$ cat src/rtl/wprot_pkg.sv
package wprot_pkg;

    localparam logic [3:0] PRE_ARRAY   = 4'hA;
    localparam logic [3:0] PRE_PROT    = 4'h6;
    localparam logic [2:0] SEL_REV_SET = 3'b001;
    localparam logic [2:0] SEL_REV_CLR = 3'b011;

    typedef enum logic [2:0] {
        CMD_NONE,
        CMD_ARRAY,
        CMD_PERM,
        CMD_REV_SET,
        CMD_REV_CLR
    } cmd_kind_e;

    typedef enum logic [1:0] {
        OP_NONE    = 2'd0,
        OP_PERM    = 2'd1,
        OP_REV_SET = 2'd2,
        OP_REV_CLR = 2'd3
    } flag_op_e;

    typedef struct packed {
        cmd_kind_e kind;
        logic      rd;
    } ctrl_dec_t;

    typedef struct packed {
        logic perm;
        logic rev;
    } flags_t;

    // Classify a control byte against the strap levels and the A0 high-voltage state.
    function automatic ctrl_dec_t decode_ctrl(input logic [7:0] cb,
                                              input logic [2:0] strap,
                                              input logic       hv);
        ctrl_dec_t d;
        d.rd   = cb[0];
        d.kind = CMD_NONE;
        if (cb[7:4] == PRE_ARRAY && cb[3:1] == strap) begin
            d.kind = CMD_ARRAY;
        end else if (cb[7:4] == PRE_PROT) begin
            if (hv) begin
                if (cb[3:1] == SEL_REV_SET && strap[2:1] == 2'b00)
                    d.kind = CMD_REV_SET;
                else if (cb[3:1] == SEL_REV_CLR && strap[2:1] == 2'b01)
                    d.kind = CMD_REV_CLR;
            end else if (cb[3:1] == strap) begin
                d.kind = CMD_PERM;
            end
        end
        return d;
    endfunction

    function automatic flag_op_e kind_to_op(input cmd_kind_e k);
        case (k)
            CMD_PERM:    return OP_PERM;
            CMD_REV_SET: return OP_REV_SET;
            CMD_REV_CLR: return OP_REV_CLR;
            default:     return OP_NONE;
        endcase
    endfunction

endpackage

$ cat src/rtl/wprot_decode.sv
module wprot_decode
    import wprot_pkg::*;
(
    input  logic [7:0] ctrl_byte,
    input  logic [2:0] strap,
    input  logic       a0_hv,
    input  flags_t     flags,
    input  logic       busy,
    output ctrl_dec_t  dec,
    output logic       ack
);
    always_comb begin
        dec = decode_ctrl(ctrl_byte, strap, a0_hv);
        ack = 1'b0;
        if (!busy) begin
            case (dec.kind)
                CMD_ARRAY:   ack = 1'b1;
                CMD_PERM:    ack = !flags.perm;
                CMD_REV_SET: ack = !flags.perm && !flags.rev;
                CMD_REV_CLR: ack = dec.rd ? (!flags.perm && !flags.rev) : !flags.perm;
                default:     ack = 1'b0;
            endcase
        end
    end
endmodule

$ cat src/rtl/wprot_flags.sv
module wprot_flags
    import wprot_pkg::*;
#(
    parameter int TWR_CYCLES = 50
) (
    input  logic     clk,
    input  logic     rst,
    input  logic     perm_preset,
    input  logic     rev_preset,
    input  logic     cycle_start,
    input  flag_op_e cycle_op,
    output flags_t   flags,
    output logic     busy,
    output logic     prog_req,
    output flag_op_e prog_op
);
    localparam int CNT_W = $clog2(TWR_CYCLES + 1);

    logic [CNT_W-1:0] cnt_q;
    flag_op_e         pend_q;

    assign busy = (cnt_q != '0);

    always_ff @(posedge clk) begin
        if (rst) begin
            flags.perm <= perm_preset;
            flags.rev  <= rev_preset;
            cnt_q      <= '0;
            pend_q     <= OP_NONE;
            prog_req   <= 1'b0;
            prog_op    <= OP_NONE;
        end else begin
            prog_req <= 1'b0;
            if (cycle_start) begin
                cnt_q  <= CNT_W'(TWR_CYCLES);
                pend_q <= cycle_op;
            end else if (busy) begin
                cnt_q <= cnt_q - CNT_W'(1);
                if (cnt_q == CNT_W'(1)) begin
                    prog_req <= (pend_q != OP_NONE);
                    prog_op  <= pend_q;
                    case (pend_q)
                        OP_PERM:    flags.perm <= 1'b1;
                        OP_REV_SET: flags.rev  <= 1'b1;
                        OP_REV_CLR: flags.rev  <= 1'b0;
                        default:    ;
                    endcase
                end
            end
        end
    end
endmodule

$ cat src/rtl/wprot_page_ptr.sv
module wprot_page_ptr
    import wprot_pkg::*;
#(
    parameter int ADDR_W = 8,
    parameter int PAGE_W = 4
) (
    input  logic              clk,
    input  logic              rst,
    input  logic              load,
    input  logic              is_addr,
    input  logic [7:0]        data,
    input  logic              to_array,
    input  logic              wp_pin,
    input  flags_t            flags,
    output logic              wr_en,
    output logic [ADDR_W-1:0] wr_addr
);
    logic [ADDR_W-1:0] ptr_q;
    logic [ADDR_W-1:0] ptr_next;
    logic              low_half;
    logic              allowed;

    generate
        if (PAGE_W >= ADDR_W) begin : g_flat
            assign ptr_next = ptr_q + ADDR_W'(1);
        end else begin : g_paged
            assign ptr_next = {ptr_q[ADDR_W-1:PAGE_W], ptr_q[PAGE_W-1:0] + PAGE_W'(1)};
        end
    endgenerate

    assign low_half = !ptr_q[ADDR_W-1];
    assign allowed  = to_array && !wp_pin && !(low_half && (flags.perm || flags.rev));

    always_ff @(posedge clk) begin
        if (rst) begin
            ptr_q   <= '0;
            wr_en   <= 1'b0;
            wr_addr <= '0;
        end else begin
            wr_en <= 1'b0;
            if (load) begin
                if (is_addr) begin
                    ptr_q <= ADDR_W'(data);
                end else begin
                    wr_en   <= allowed;
                    wr_addr <= ptr_q;
                    ptr_q   <= ptr_next;
                end
            end
        end
    end
endmodule

$ cat src/rtl/wprot_ctrl.sv
module wprot_ctrl
    import wprot_pkg::*;
#(
    parameter int ADDR_W     = 8,
    parameter int PAGE_W     = 4,
    parameter int TWR_CYCLES = 50
) (
    input  logic              clk,
    input  logic              rst,
    input  logic              wp_pin,
    input  logic [2:0]        strap,
    input  logic              a0_hv,
    input  logic              perm_preset,
    input  logic              rev_preset,
    input  logic              bus_start,
    input  logic              bus_stop,
    input  logic              ctrl_valid,
    input  logic [7:0]        ctrl_byte,
    input  logic              byte_valid,
    input  logic [7:0]        byte_data,
    output logic              ack_valid,
    output logic              ack_ok,
    output logic              wr_en,
    output logic [ADDR_W-1:0] wr_addr,
    output logic              query_ff,
    output logic              busy,
    output logic              prog_req,
    output logic [1:0]        prog_op
);
    ctrl_dec_t dec;
    logic      ack;
    flags_t    flags;
    flag_op_e  prog_op_e;

    cmd_kind_e txn_kind;
    logic      txn_wr, txn_ack, have_addr, data_seen;
    logic      perm_q, rev_q;
    logic      byte_load, cycle_start;
    flag_op_e  cycle_op;

    assign perm_q = flags.perm;
    assign rev_q  = flags.rev;

    wprot_decode u_dec (
        .ctrl_byte (ctrl_byte),
        .strap     (strap),
        .a0_hv     (a0_hv),
        .flags     (flags),
        .busy      (busy),
        .dec       (dec),
        .ack       (ack)
    );

    assign byte_load   = byte_valid && txn_ack && txn_wr;
    assign cycle_start = bus_stop && txn_ack && txn_wr && data_seen && !busy;
    assign cycle_op    = wp_pin ? OP_NONE : kind_to_op(txn_kind);

    wprot_flags #(.TWR_CYCLES(TWR_CYCLES)) u_flags (
        .clk         (clk),
        .rst         (rst),
        .perm_preset (perm_preset),
        .rev_preset  (rev_preset),
        .cycle_start (cycle_start),
        .cycle_op    (cycle_op),
        .flags       (flags),
        .busy        (busy),
        .prog_req    (prog_req),
        .prog_op     (prog_op_e)
    );
    assign prog_op = prog_op_e;

    wprot_page_ptr #(.ADDR_W(ADDR_W), .PAGE_W(PAGE_W)) u_ptr (
        .clk      (clk),
        .rst      (rst),
        .load     (byte_load),
        .is_addr  (!have_addr),
        .data     (byte_data),
        .to_array (txn_kind == CMD_ARRAY),
        .wp_pin   (wp_pin),
        .flags    (flags),
        .wr_en    (wr_en),
        .wr_addr  (wr_addr)
    );

    always_ff @(posedge clk) begin
        if (rst) begin
            txn_kind  <= CMD_NONE;
            txn_wr    <= 1'b0;
            txn_ack   <= 1'b0;
            have_addr <= 1'b0;
            data_seen <= 1'b0;
            ack_valid <= 1'b0;
            ack_ok    <= 1'b0;
            query_ff  <= 1'b0;
        end else begin
            ack_valid <= ctrl_valid;
            ack_ok    <= ctrl_valid && ack;
            if (bus_start || bus_stop) begin
                txn_ack   <= 1'b0;
                have_addr <= 1'b0;
                data_seen <= 1'b0;
                query_ff  <= 1'b0;
            end else if (ctrl_valid) begin
                txn_kind  <= dec.kind;
                txn_wr    <= !dec.rd;
                txn_ack   <= ack;
                have_addr <= 1'b0;
                data_seen <= 1'b0;
                query_ff  <= ack && dec.rd &&
                             (dec.kind == CMD_PERM || dec.kind == CMD_REV_SET ||
                              dec.kind == CMD_REV_CLR);
            end else if (byte_load) begin
                if (!have_addr) have_addr <= 1'b1;
                else            data_seen <= 1'b1;
            end
        end
    end
endmodule

$ cat config.mk
export PLATFORM = sky130hd
export DESIGN_NAME = wprot_ctrl
export DESIGN_NICKNAME = d
export VERILOG_FILES = /design/src/rtl/wprot_pkg.sv /design/src/rtl/wprot_decode.sv /design/src/rtl/wprot_flags.sv /design/src/rtl/wprot_page_ptr.sv /design/src/rtl/wprot_ctrl.sv
export SDC_FILE = /design/constraint.sdc
export NUM_CORES = 1
export LEC_CHECK = 0
export BUFFER_PORTS_ARGS = -buffer_cell sky130_fd_sc_hd__buf_2
export CELL_PAD_IN_SITES_DETAIL_PLACEMENT = 2
export CELL_PAD_IN_SITES_GLOBAL_PLACEMENT = 2
export CORE_MARGIN = 3
export CORE_UTILIZATION = 30
export DETAILED_ROUTE_END_ITERATION = 10
export PLACE_DENSITY = 0.77
export SYNTH_ARGS = -nofsm -noshare
export SYNTH_HDL_FRONTEND = slang
export SYNTH_SLANG_ARGS = --single-unit
$ cat constraint.sdc
create_clock -name clk -period 2.1 [get_ports clk]
set_clock_uncertainty 0.15 [all_clocks]
set_input_delay 0.42 -clock clk [delete_from_list [all_inputs] [get_ports clk]]
set_output_delay 0.42 -clock clk [all_outputs]
set_load 0.02 [all_outputs]
After elaboration in Yosys (flattened, before gate mapping):

Cells that the tools add are included.

* register bits: 40

* add/subtract/negate cells: 2
* equality and inequality tests: 19
* muxes and demuxes: 20
* bitwise gates (word level): 6
* reduce and logical (&&, ||, !) cells: 46

Operators with widths (count)
* $logic_and 1x1->1: 16
* $eq 3x2->1 const B: 5
* $mux 3: 5
* $mux 2: 6
* $mux 6: 2
* $reduce_bool 2->1: 5
* $eq 3x1->1 const B: 3
* $reduce_and 4->1: 2
* $logic_not 1->1: 7
* $eq 3x3->1 const B: 2
* $eq 6x1->1 const B: 1
* $not 1->1: 6
* $pmux 2 s3: 1
* $reduce_and 2->1: 3
* $reduce_bool 6->1: 1
* $reduce_or 3->1: 2
* $sub 6x1->6 const B: 1
* $add 4x1->4 const B: 1
* $eq 2x1->1 const B: 2
* $eq 2x2->1 const B: 2
* $eq 4x3->1 const B: 1
* $eq 4x4->1 const B: 1
* $logic_or 1x1->1: 4
* $mux 4: 1
* other kinds (10): 13

Longest topological paths before layout:

Gate-level depths: netlist of run 1.

* depth in word-level cells: 12
* depth in mapped cells: 7
* mapped depth without buffers: 7

Modules after synthesis:

From an unflattened synthesis of run 1, not the netlist that was laid out.

* cells, all modules: 218
* area total of the unflattened synthesis: 1940.6 µm²

Modules (own cells, without submodules)
* wprot_page_ptr: times used 1, cells an instance 85, area each 690.7 µm², sequential area each 340.3 µm²
* wprot_flags: times used 1, cells an instance 65, area each 640.6 µm², sequential area each 280.3 µm²
* wprot_ctrl: times used 1, cells an instance 45, area each 422.9 µm², sequential area each 200.2 µm²
* wprot_decode: times used 1, cells an instance 23, area each 186.4 µm², sequential area each 0.0 µm²

Worst setup path after synthesis of run 1:

Ideal clock, no wire load.

* kind: register to register
* start: reg u_flags.cnt_q[0]
* end: reg u_flags.pend_q[0]
* setup time: 0.070 ns
* arrival: 1.603 ns
* data required time: 1.880 ns
* setup slack: 0.277 ns
* stages on the path, launching flop included: 8
* period minus slack after synthesis: 1.823 ns
* path through: dfxtp_1 > inv_1 > ha_1 > nand2b_1 > and2b_2 > nand2_2 > or4_1 > a21oi_1

* cells in the longest elaborated chain, start to end: 3

Ends and longest elaborated chain
* from (decl): RTL line wprot_flags.sv:19 `logic [CNT_W-1:0] cnt_q;`
* from (signal assigned): RTL line wprot_flags.sv:35 `cnt_q <= CNT_W'(TWR_CYCLES);`
* from (signal assigned): RTL line wprot_flags.sv:38 `cnt_q <= cnt_q - CNT_W'(1);`
* $reduce_bool 6->1: RTL line wprot_flags.sv:22 `assign busy = (cnt_q != '0);`
* $logic_not 1->1
* $logic_and 1x1->1: RTL line wprot_ctrl.sv:55 `assign cycle_start = bus_stop && txn_ack && txn_wr && data_seen && !busy;`
* to (signal assigned): RTL line wprot_flags.sv:36 `pend_q <= cycle_op;`
* to (decl): RTL line wprot_flags.sv:20 `flag_op_e pend_q;`

Every way passes these cells.
A chain may end at the register's enable or synchronous reset.

Final worst setup path of run 1:

* start: reg u_flags.cnt_q[1]
* end: out busy

* cells in the longest elaborated chain, start to end: 1

Ends and longest elaborated chain
* $reduce_bool 6->1: RTL line wprot_flags.sv:22
* to (decl): RTL line wprot_ctrl.sv:26 `output logic busy,`

Every way passes these cells.

==> results of run 1 <==
-- state kept, by name (all words and copies together), names as in the netlist, 2 cells and up --
| signal | flops |
|---|---|
| txn_kind | 3 |
| u_flags.cnt_q | 6 |
| u_flags.flags | 2 |
| u_flags.pend_q | 2 |
| u_flags.prog_op | 2 |
| u_ptr.ptr_q | 8 |
| u_ptr.wr_addr | 8 |
-- through the flow --
stage	instance area, um^2	setup WS [ns]
3_3_place_gp	2090	0.143
2_1_floorplan	1790	0.277
4_1_cts	2240	0.00811
6_report	2280	0.0842
5_1_grt	2280	0.0191
3_5_place_dp	2090	0.00750
-- critical path, cell delays in order (launching register included) --
cell	delay (ns)
dfxtp_4	0.37
inv_2	0.06
ha_4	0.18
nand2b_1	0.10
and2b_2	0.24
inv_2	0.07
buf_4	0.13
-- worst paths after layout --
kind / from / end / slack (ns)
setup reg to reg: u_flags.cnt_q[0] / u_flags.pend_q[0] / 0.10
hold / removal: ctrl_byte[0] / txn_wr / 0.19
setup / recovery: u_flags.cnt_q[1] / busy / 0.08
hold reg to reg: u_ptr.ptr_q[5] / u_ptr.wr_addr[5] / 0.31
-- cell families (layout without fill, tap and decap cells) --
kind of cell             after synthesis  after routing  share of synthesized area [%]
XOR/XNOR                               5              5                           2.44
buffers and inverters                 13             65                           2.79
flip-flops                            40             40                           45.8
AND/OR/NAND/NOR                      102            102                           27.8
adder cells (fa/ha/maj)                3              3                           2.09
multiplexers                           6              6                           3.49
AO/OA/AOI/OAI                         49             49                           15.6
-- cells in the final DEF (no fill, tap or decap), types with 6 or more instances in the layout --
cell type and instances:
nor3_1 6, nand3_1 7, a21oi_1 25, nand2_1 42, o21ai_0 11, buf_2 43
buf_4 9, nor2_1 22, dfxtp_1 36
-- layout make-up --
cell class	count	area [um^2]	share of cell area [%]
clock buffer	6	93.8	4.11
clock inverter	1	30.0	1.32
inverter	6	22.5	0.987
multi-input combinational	165	935	41.0
sequential	40	828	36.3
tap	72	90.1	3.95
timing repair buffer	52	283	12.4
-- power breakdown --
group / switching [uW] / internal, uW
registers: 61.9 / 830
logic: 384 / 339
clock network: 275 / 420
total: 721 / 1590
-- layer usage --
| metal | routed length (um) | track usage [%] | part of all wire (%) | vias to the layer above |
|---|---|---|---|---|
| met5 | 0 | 0 | 0 | - |
| met4 | 66 | 4.61 | 1.2 | 0 |
| met3 | 180 | 3.87 | 3.3 | 8 |
| met2 | 2830 | 28.8 | 52 | 30 |
| met1 | 2370 | 19.0 | 44 | 856 |
| li1 | - | - | - | 865 |
-- timing repair --
action | in CTS | in global routing
resized for setup | 5 | 4
setup buffers | 3 | 3
endpoints found under the setup margin | 2 | 2
==> flow_metrics.tcl, run 1 <==
set metrics [dict create \
    outcome "finished clean" \
    grt_pass1_wl_um 9110 \
    drc 0 \
    dp_cells 329 \
    tightest_slew_ns 0.677 \
    num_rows 27 \
    routed_via_density 5.14 \
    power.leakage_uw 0.000885 \
    clk_pin_slew_ns 0.08 \
    drtAntennaViolNets 0 \
    ys.flop_type "dfxtp_1" \
    setup_tns_ns 0 \
    synth_cell_types 41 \
    crit_path_start_kind "register" \
    die_h_um 83.3 \
    first_pass_iters 4 \
    ys_seq_area_share_pct 45.8 \
    period_share_pct 96.0 \
    cp-end-kind "output pin" \
    grt_antenna_before_repair 0 \
    clock_latency_ns 0.29 \
    synth_cells 218 \
    numCtsBuffers 5 \
    arrival_ns 1.45 \
    max_freq_mhz 496 \
    synth_area_leaders "dfxtp_1 42%, nand2_1 8.8%, a21oi_1 7.0%" \
    finalNonFillerCells 342 \
    yosys.area.top_type "dfxtp_1" \
    die_w_um 83.3 \
    grt_start_max_net_pins 26 \
    yosys-top-cells-count "42 x nand2_1, 38 x dfxtp_1, 25 x a21oi_1, 22 x nor2_1, 11 x o21ai_0" \
    ios 45 \
    worstPathMaxFanout 5 \
    synth_area_um2 1790 \
    layout_min_cycle_time_ns 2.02 \
    final_nets 302 \
    hp-class "in2reg" \
    fill_cells 667 \
    drt_wl_total_um 5440 \
    grt_pass1_vias 1856 \
    cap_violations 0 \
    critPathKind "reg2out" \
    dr.first_iter.drc_count 25 \
    yosysTopAreaCellShare_pct 42.4 \
    cp_data_required_time_ns 1.53 \
    numClockSinks 40 \
    cts_max_level 2 \
    power.density_nw_per_um2 1010 \
    cts-root-buf "clkbuf_8" \
    setup_viol 0 \
    synth_edf_count 2 \
    hold_buffers 0 \
    total_power_uw 2310 \
    dpl.hpwl_um 3970 \
    grtUsageTotal_pct 16.1 \
    ctsLongestPathBuffers 2 \
    synth_fp_nets 250 \
    wl_per_cell_um 15.9 \
    synth_seq_cells 40 \
    yosysMostFrequentCell "nand2_1" \
    io_buffers 44 \
    drv_slew 0 \
    gp_congestion 0.734 \
    post_route_cells_drive_above_1_share_pct 26.7 \
    yosys_warnings 0 \
    area_delta_synth_final_pct 27.3 \
    die_area_um2 6940 \
    rsz0062_at_grt "false" \
    hold_depth 2 \
    antennaDiodeCount 0 \
    hold_ws_ns 0.188 \
    start_util_pct 31.8 \
    rr_worst_depth 8 \
    fin_util_pct 40.5 \
    hold_viol_final 0 \
    grt-ovfl-total 0 \
    core_um2 5640 \
    irDropWorstVdd_v 0.000530 \
    cts_tree "yes" \
    relSlewSlack_pct 54.4 \
    synth_area_per_cell_um2 8.22 \
    ys_async_sr_fraction_pct 0 \
    vias 1759 \
]
Power figures use the tool's default switching activity.
==> run 2, diff against run 1 <==
--- a/config.mk
+++ b/config.mk
@@ -9,4 +9,5 @@
 export CELL_PAD_IN_SITES_DETAIL_PLACEMENT = 2
 export CELL_PAD_IN_SITES_GLOBAL_PLACEMENT = 2
+export CORE_ASPECT_RATIO = 0.75
 export CORE_MARGIN = 3
 export CORE_UTILIZATION = 30
==> constraint.sdc (replaced) <==
create_clock -name clk -period 2.1 [get_ports clk]
set_clock_uncertainty 0.15 [all_clocks]
set_input_delay 0.21 -clock clk [delete_from_list [all_inputs] [get_ports clk]]
set_output_delay 0.21 -clock clk [all_outputs]
set_load 0.02 [all_outputs]
==> run 2 against run 1 <==
  * Non-clock buffer count rose by 1
  * Wire length rose by 1.8%
  * Hold slack lost 0.17 ns
  * First-iteration DRC count is the same
  * Sequential power barely moved
  * Clock power is 8.5% higher
  * Combinational power is 26% lower
  * Critical path depth grew 1
  * Register-to-register slack better by 0.04 ns
  * Sequential share of layout area shrank 0.38 points
  * Die area grew 0.13%
  * Critical path type is now reg2reg
==> flow_metrics.tcl, run 2 (same netlist as run 1, synthesis figures left out) <==
set metrics [dict create \
    dr.first_iter.drc_count 25 \
    top_regs "u_ptr.ptr_q: 8 flops, u_ptr.wr_addr: 8 flops, u_flags.cnt_q: 6 flops" \
    post_route_cells_drive_above_1_share_pct 25.4 \
    die_h_um 73.0 \
    use_met1_pct 22.9 \
    cp-end-kind "register" \
    ctsLongestPathBuffers 2 \
    hold_start "perm_preset" \
    grt_pass1_wl_um 9150 \
    final_nets 303 \
    critPathKind "reg2reg" \
    use_met3_pct 3.81 \
    regToRegSetupSlack_ns 0.14 \
    numCtsBuffers 5 \
    layout_min_cycle_time_ns 1.96 \
    antennaDiodeCount 0 \
    cts-root-buf "clkbuf_8" \
    tightest_slew_ns 0.428 \
    wl_per_cell_um 16.0 \
    dpl.hpwl_um 4080 \
    grt_antenna_before_repair 0 \
    r2r_start "u_flags.cnt_q[0]" \
    hold_viol_final 0 \
    drv_slew 0 \
    die_area_um2 6950 \
    vias 1731 \
    start_util_pct 32.3 \
    grtUsageTotal_pct 17.3 \
    area_delta_synth_final_pct 27.8 \
    crit_path_start_kind "register" \
    routed_via_density 4.99 \
    hold_path_end "u_flags.flags[1]" \
    setup_viol 0 \
    irDropWorstVdd_v 0.000493 \
    num_rows 23 \
    grt_pass1_vias 1819 \
    setup_tns_ns 0 \
    final_common_cell "buf_2" \
    power.density_nw_per_um2 953 \
    grt_start_max_net_pins 16 \
    dp_cells 335 \
    worstPathMaxFanout 6 \
    outcome "finished clean" \
    period_share_pct 93.5 \
    grt_use_met2_pct 27.9 \
    drt_wl_total_um 5540 \
    clk_pin_slew_ns 0.09 \
    hp-class "in2reg" \
    reg2reg_to "u_flags.pend_q[0]" \
    fill_cells 656 \
    cp_data_required_time_ns 2.19 \
    max_freq_mhz 509 \
    rr_worst_depth 7 \
    layout_setup_ws_ns 0.136 \
    finalNonFillerCells 347 \
    drc 0 \
    core_um2 5550 \
    first_pass_iters 4 \
    io_buffers 44 \
    ios 45 \
    hold_depth 2 \
    cts_max_level 2 \
    cap_violations 0 \
    relSlewSlack_pct 71.4 \
    die_w_um 95.3 \
    grt-ovfl-total 0 \
    dp_slack_ns 0.0641 \
    clock_latency_ns 0.30 \
    power.leakage_uw 0.000889 \
    drtAntennaViolNets 0 \
    arrival_ns 2.06 \
    cts_tree "yes" \
    grt.busiest_layer "met2" \
    mostFrequentLayoutCells "44 x buf_2, 42 x nand2_1, 36 x dfxtp_1" \
    numClockSinks 40 \
    gp_congestion 0.755 \
    rsz0062_at_grt "false" \
]
## run 2: changes by cell type in the layout (fill, tap and decap cells not counted), moves of 2 or more
cell           before  now
dfxtp_4             2    0
buf_4               9    6
dlygate4sd3_1       0    3
dfxtp_2             0    2
## run 2: stage by stage
| stage | power [uW] | util, % | hold slack (ns) | instance area [um^2] |
|---|---|---|---|---|
| 2_1_floorplan | 1230 | - | 0.156 | 1790 |
| 5_1_grt | 2320 | 41.3 | 0.0286 | 2290 |
| 4_1_cts | 2210 | 41.2 | 0.00334 | 2290 |
| 6_report | 2180 | 41.3 | 0.0165 | 2290 |
| 3_3_place_gp | 1380 | 38.1 | 0.292 | 2120 |
| 3_5_place_dp | 1400 | 38.1 | 0.295 | 2120 |
## run 2: cell type report
class                   count  area [um^2]  area share, %
repair buffers             53          295           12.9
flip-flops and latches     40          823           35.9
clock inverters             2         60.1           2.62
well taps                  75         93.8           4.09
multi-input cells         165          925           40.3
inverters                   6         22.5          0.983
clock buffers               6         72.6           3.17
## run 2: per-layer routing
metal,vias up,part of all wire [%]
met4,0,1.4
li1,866,-
met2,27,46
met3,8,3.4
met5,-,0
met1,830,50
## run 2: repair_timing
action / CTS / global route
hold buffers: 3 / 0
setup endpoints to repair: 1 / 2
resized for setup: 1 / 3
setup buffers: 1 / 0
hold endpoints to repair: 3 / 0
## run 2: worst max-delay path by stage
stage / slack, ns / from / cells past startpoint / endpoint
6_report: 0.14 / u_flags.cnt_q[0] / 7 / u_flags.pend_q[0]
2_1_floorplan: 0.28 / u_flags.cnt_q[0] / 7 / u_flags.pend_q[0]
3_3_place_gp: 0.18 / u_flags.cnt_q[0] / 7 / u_flags.pend_q[0]
4_1_cts: 0.004 / u_flags.cnt_q[1] / 6 / busy
5_1_grt: 0.009 / u_flags.cnt_q[0] / 7 / u_flags.pend_q[0]
3_5_place_dp: 0.06 / u_flags.cnt_q[0] / 7 / u_flags.pend_q[0]
## run 2: critical path, cell delays in order (launching register included)
cell,delay (ns)
dfxtp_2,0.35
inv_1,0.08
ha_2,0.23
nand2b_1,0.09
and2b_2,0.30
nand2_2,0.09
or4_1,0.47
a21oi_1,0.14
## run 2: power by group
group	internal, uW	total (uW)	switching (uW)
sequential	823	893	69.4
combinational	223	538	315
clock	475	754	278
==> run 3, diff against run 2 <==
RECOVER_POWER = 100   (was default)
==> run 3 against run 2 <==
  * Wire length decreased by 0.40%
  * Total power decreased by 0.69%
  * Register-to-register slack about the same
  * Via count decreased by 0.17%
==> flow_metrics.tcl, run 3 (same netlist as run 1, synthesis figures left out) <==
set metrics [dict create \
    cts_tree "yes" \
    ctsLongestPathBuffers 2 \
    gp_congestion 0.755 \
    power.density_nw_per_um2 960 \
    dpl.hpwl_um 4080 \
    crit_path_start_kind "register" \
    first_pass_iters 4 \
    max_freq_mhz 510 \
    post_route_cells_drive_above_1_share_pct 18.4 \
    cp_data_required_time_ns 2.19 \
    clock_latency_ns 0.30 \
    drt_wl_total_um 5520 \
    num_rows 23 \
    routed_via_density 4.98 \
    worstPathMaxFanout 6 \
    tightest_slew_ns 0.670 \
    grt-ovfl-total 0 \
    power.leakage_uw 0.000809 \
    grt_pass1_vias 1819 \
    drtAntennaViolNets 0 \
    die_h_um 73.0 \
    setup_tns_ns 0 \
    layout_min_cycle_time_ns 1.96 \
    final_nets 303 \
    total_power_uw 2170 \
    cts_max_level 2 \
    drv_slew 0 \
    dp_cells 335 \
    wl_per_cell_um 15.9 \
    grt_pass1_wl_um 9150 \
    area_delta_synth_final_pct 26.1 \
    finalNonFillerCells 347 \
    relSlewSlack_pct 55.3 \
    core_um2 5550 \
    rsz0062_at_grt "false" \
    start_util_pct 32.3 \
    mostFrequentLayoutCells "42 x nand2_1, 36 x dfxtp_1, 27 x buf_2" \
    numClockSinks 40 \
    grtUsageTotal_pct 17.3 \
    clk_pin_slew_ns 0.09 \
    grt_antenna_before_repair 0 \
    top_regs "u_ptr.ptr_q: 8 flops, u_ptr.wr_addr: 8 flops, u_flags.cnt_q: 6 flops" \
    ios 45 \
    antennaDiodeCount 0 \
    hold_viol_final 0 \
    hp-class "in2reg" \
    cap_violations 0 \
    die_area_um2 6950 \
    die_w_um 95.3 \
    numCtsBuffers 5 \
    arrival_ns 2.05 \
    dr.first_iter.drc_count 34 \
    vias 1728 \
    cts-root-buf "clkbuf_8" \
    setup_viol 0 \
    period_share_pct 93.4 \
    drc 0 \
    grt_start_max_net_pins 16 \
    outcome "finished clean" \
    cp-end-kind "register" \
    io_buffers 44 \
    irDropWorstVdd_v 0.000492 \
    critPathKind "reg2reg" \
    final_common_cell "nand2_1" \
]
-- run 3: final cells by class --
type,count,area (um^2)
clock inverter,2,60.1
fill,657,3290
clock buffer,6,72.6
sequential,40,823
inverter,6,22.5
timing repair buffer,53,264
multi-input combinational,165,925
tap,75,93.8
-- run 3: power breakdown --
group / total, uW / internal, uW / leakage [uW] / switching (uW)
logic: 524 / 209 / 0.000416 / 315
registers: 893 / 823 / 0.000328 / 69.6
clock network: 753 / 475 / 0.0000654 / 278
-- run 3: worst max-delay path, cell delays in order (launching register included) --
cell	delay, ns
dfxtp_2	0.35
inv_1	0.08
ha_2	0.23
nand2b_1	0.09
and2b_2	0.30
nand2_2	0.09
or4_1	0.47
a21oi_1	0.14
-- run 3: path summary, 6_finish.rpt --
check,endpoint,slack (ns),from,cells past startpoint
setup reg to reg,u_flags.pend_q[0],0.14,u_flags.cnt_q[0],7
hold reg to reg,u_ptr.wr_addr[5],0.31,u_ptr.ptr_q[5],2
setup / recovery,u_flags.pend_q[0],0.14,u_flags.cnt_q[0],7
hold / removal,u_flags.flags[1],0.02,perm_preset,2
-- run 3: routing by layer --
layer  up-vias  GRT usage (%)  part of all wire [%]
met2        25           27.9                    46
met4         0           5.76                   1.4
met5         -              0                     0
met3         8           3.81                   3.6
li1        866              -                     -
met1       829           22.9                    49
-- run 3: through the flow --
stage          hold slack, ns  cell area (um^2)  setup slack (ns)  utilization, %
6_report               0.0164              2260             0.139            40.7
5_1_grt                0.0286              2260            0.0123            40.7
4_1_cts               0.00334              2290           0.00371            41.2
3_5_place_dp            0.295              2120            0.0641            38.1
3_3_place_gp            0.292              2120             0.177            38.1
2_1_floorplan           0.156              1790             0.277               -
-- run 3: timing repair --
action	4_1_cts	5_1_grt
resized for setup	1	3
hold buffers	3	0
setup endpoints to repair	1	2
hold endpoints to repair	3	0
buffers inserted	1	0
gates cloned	0	0
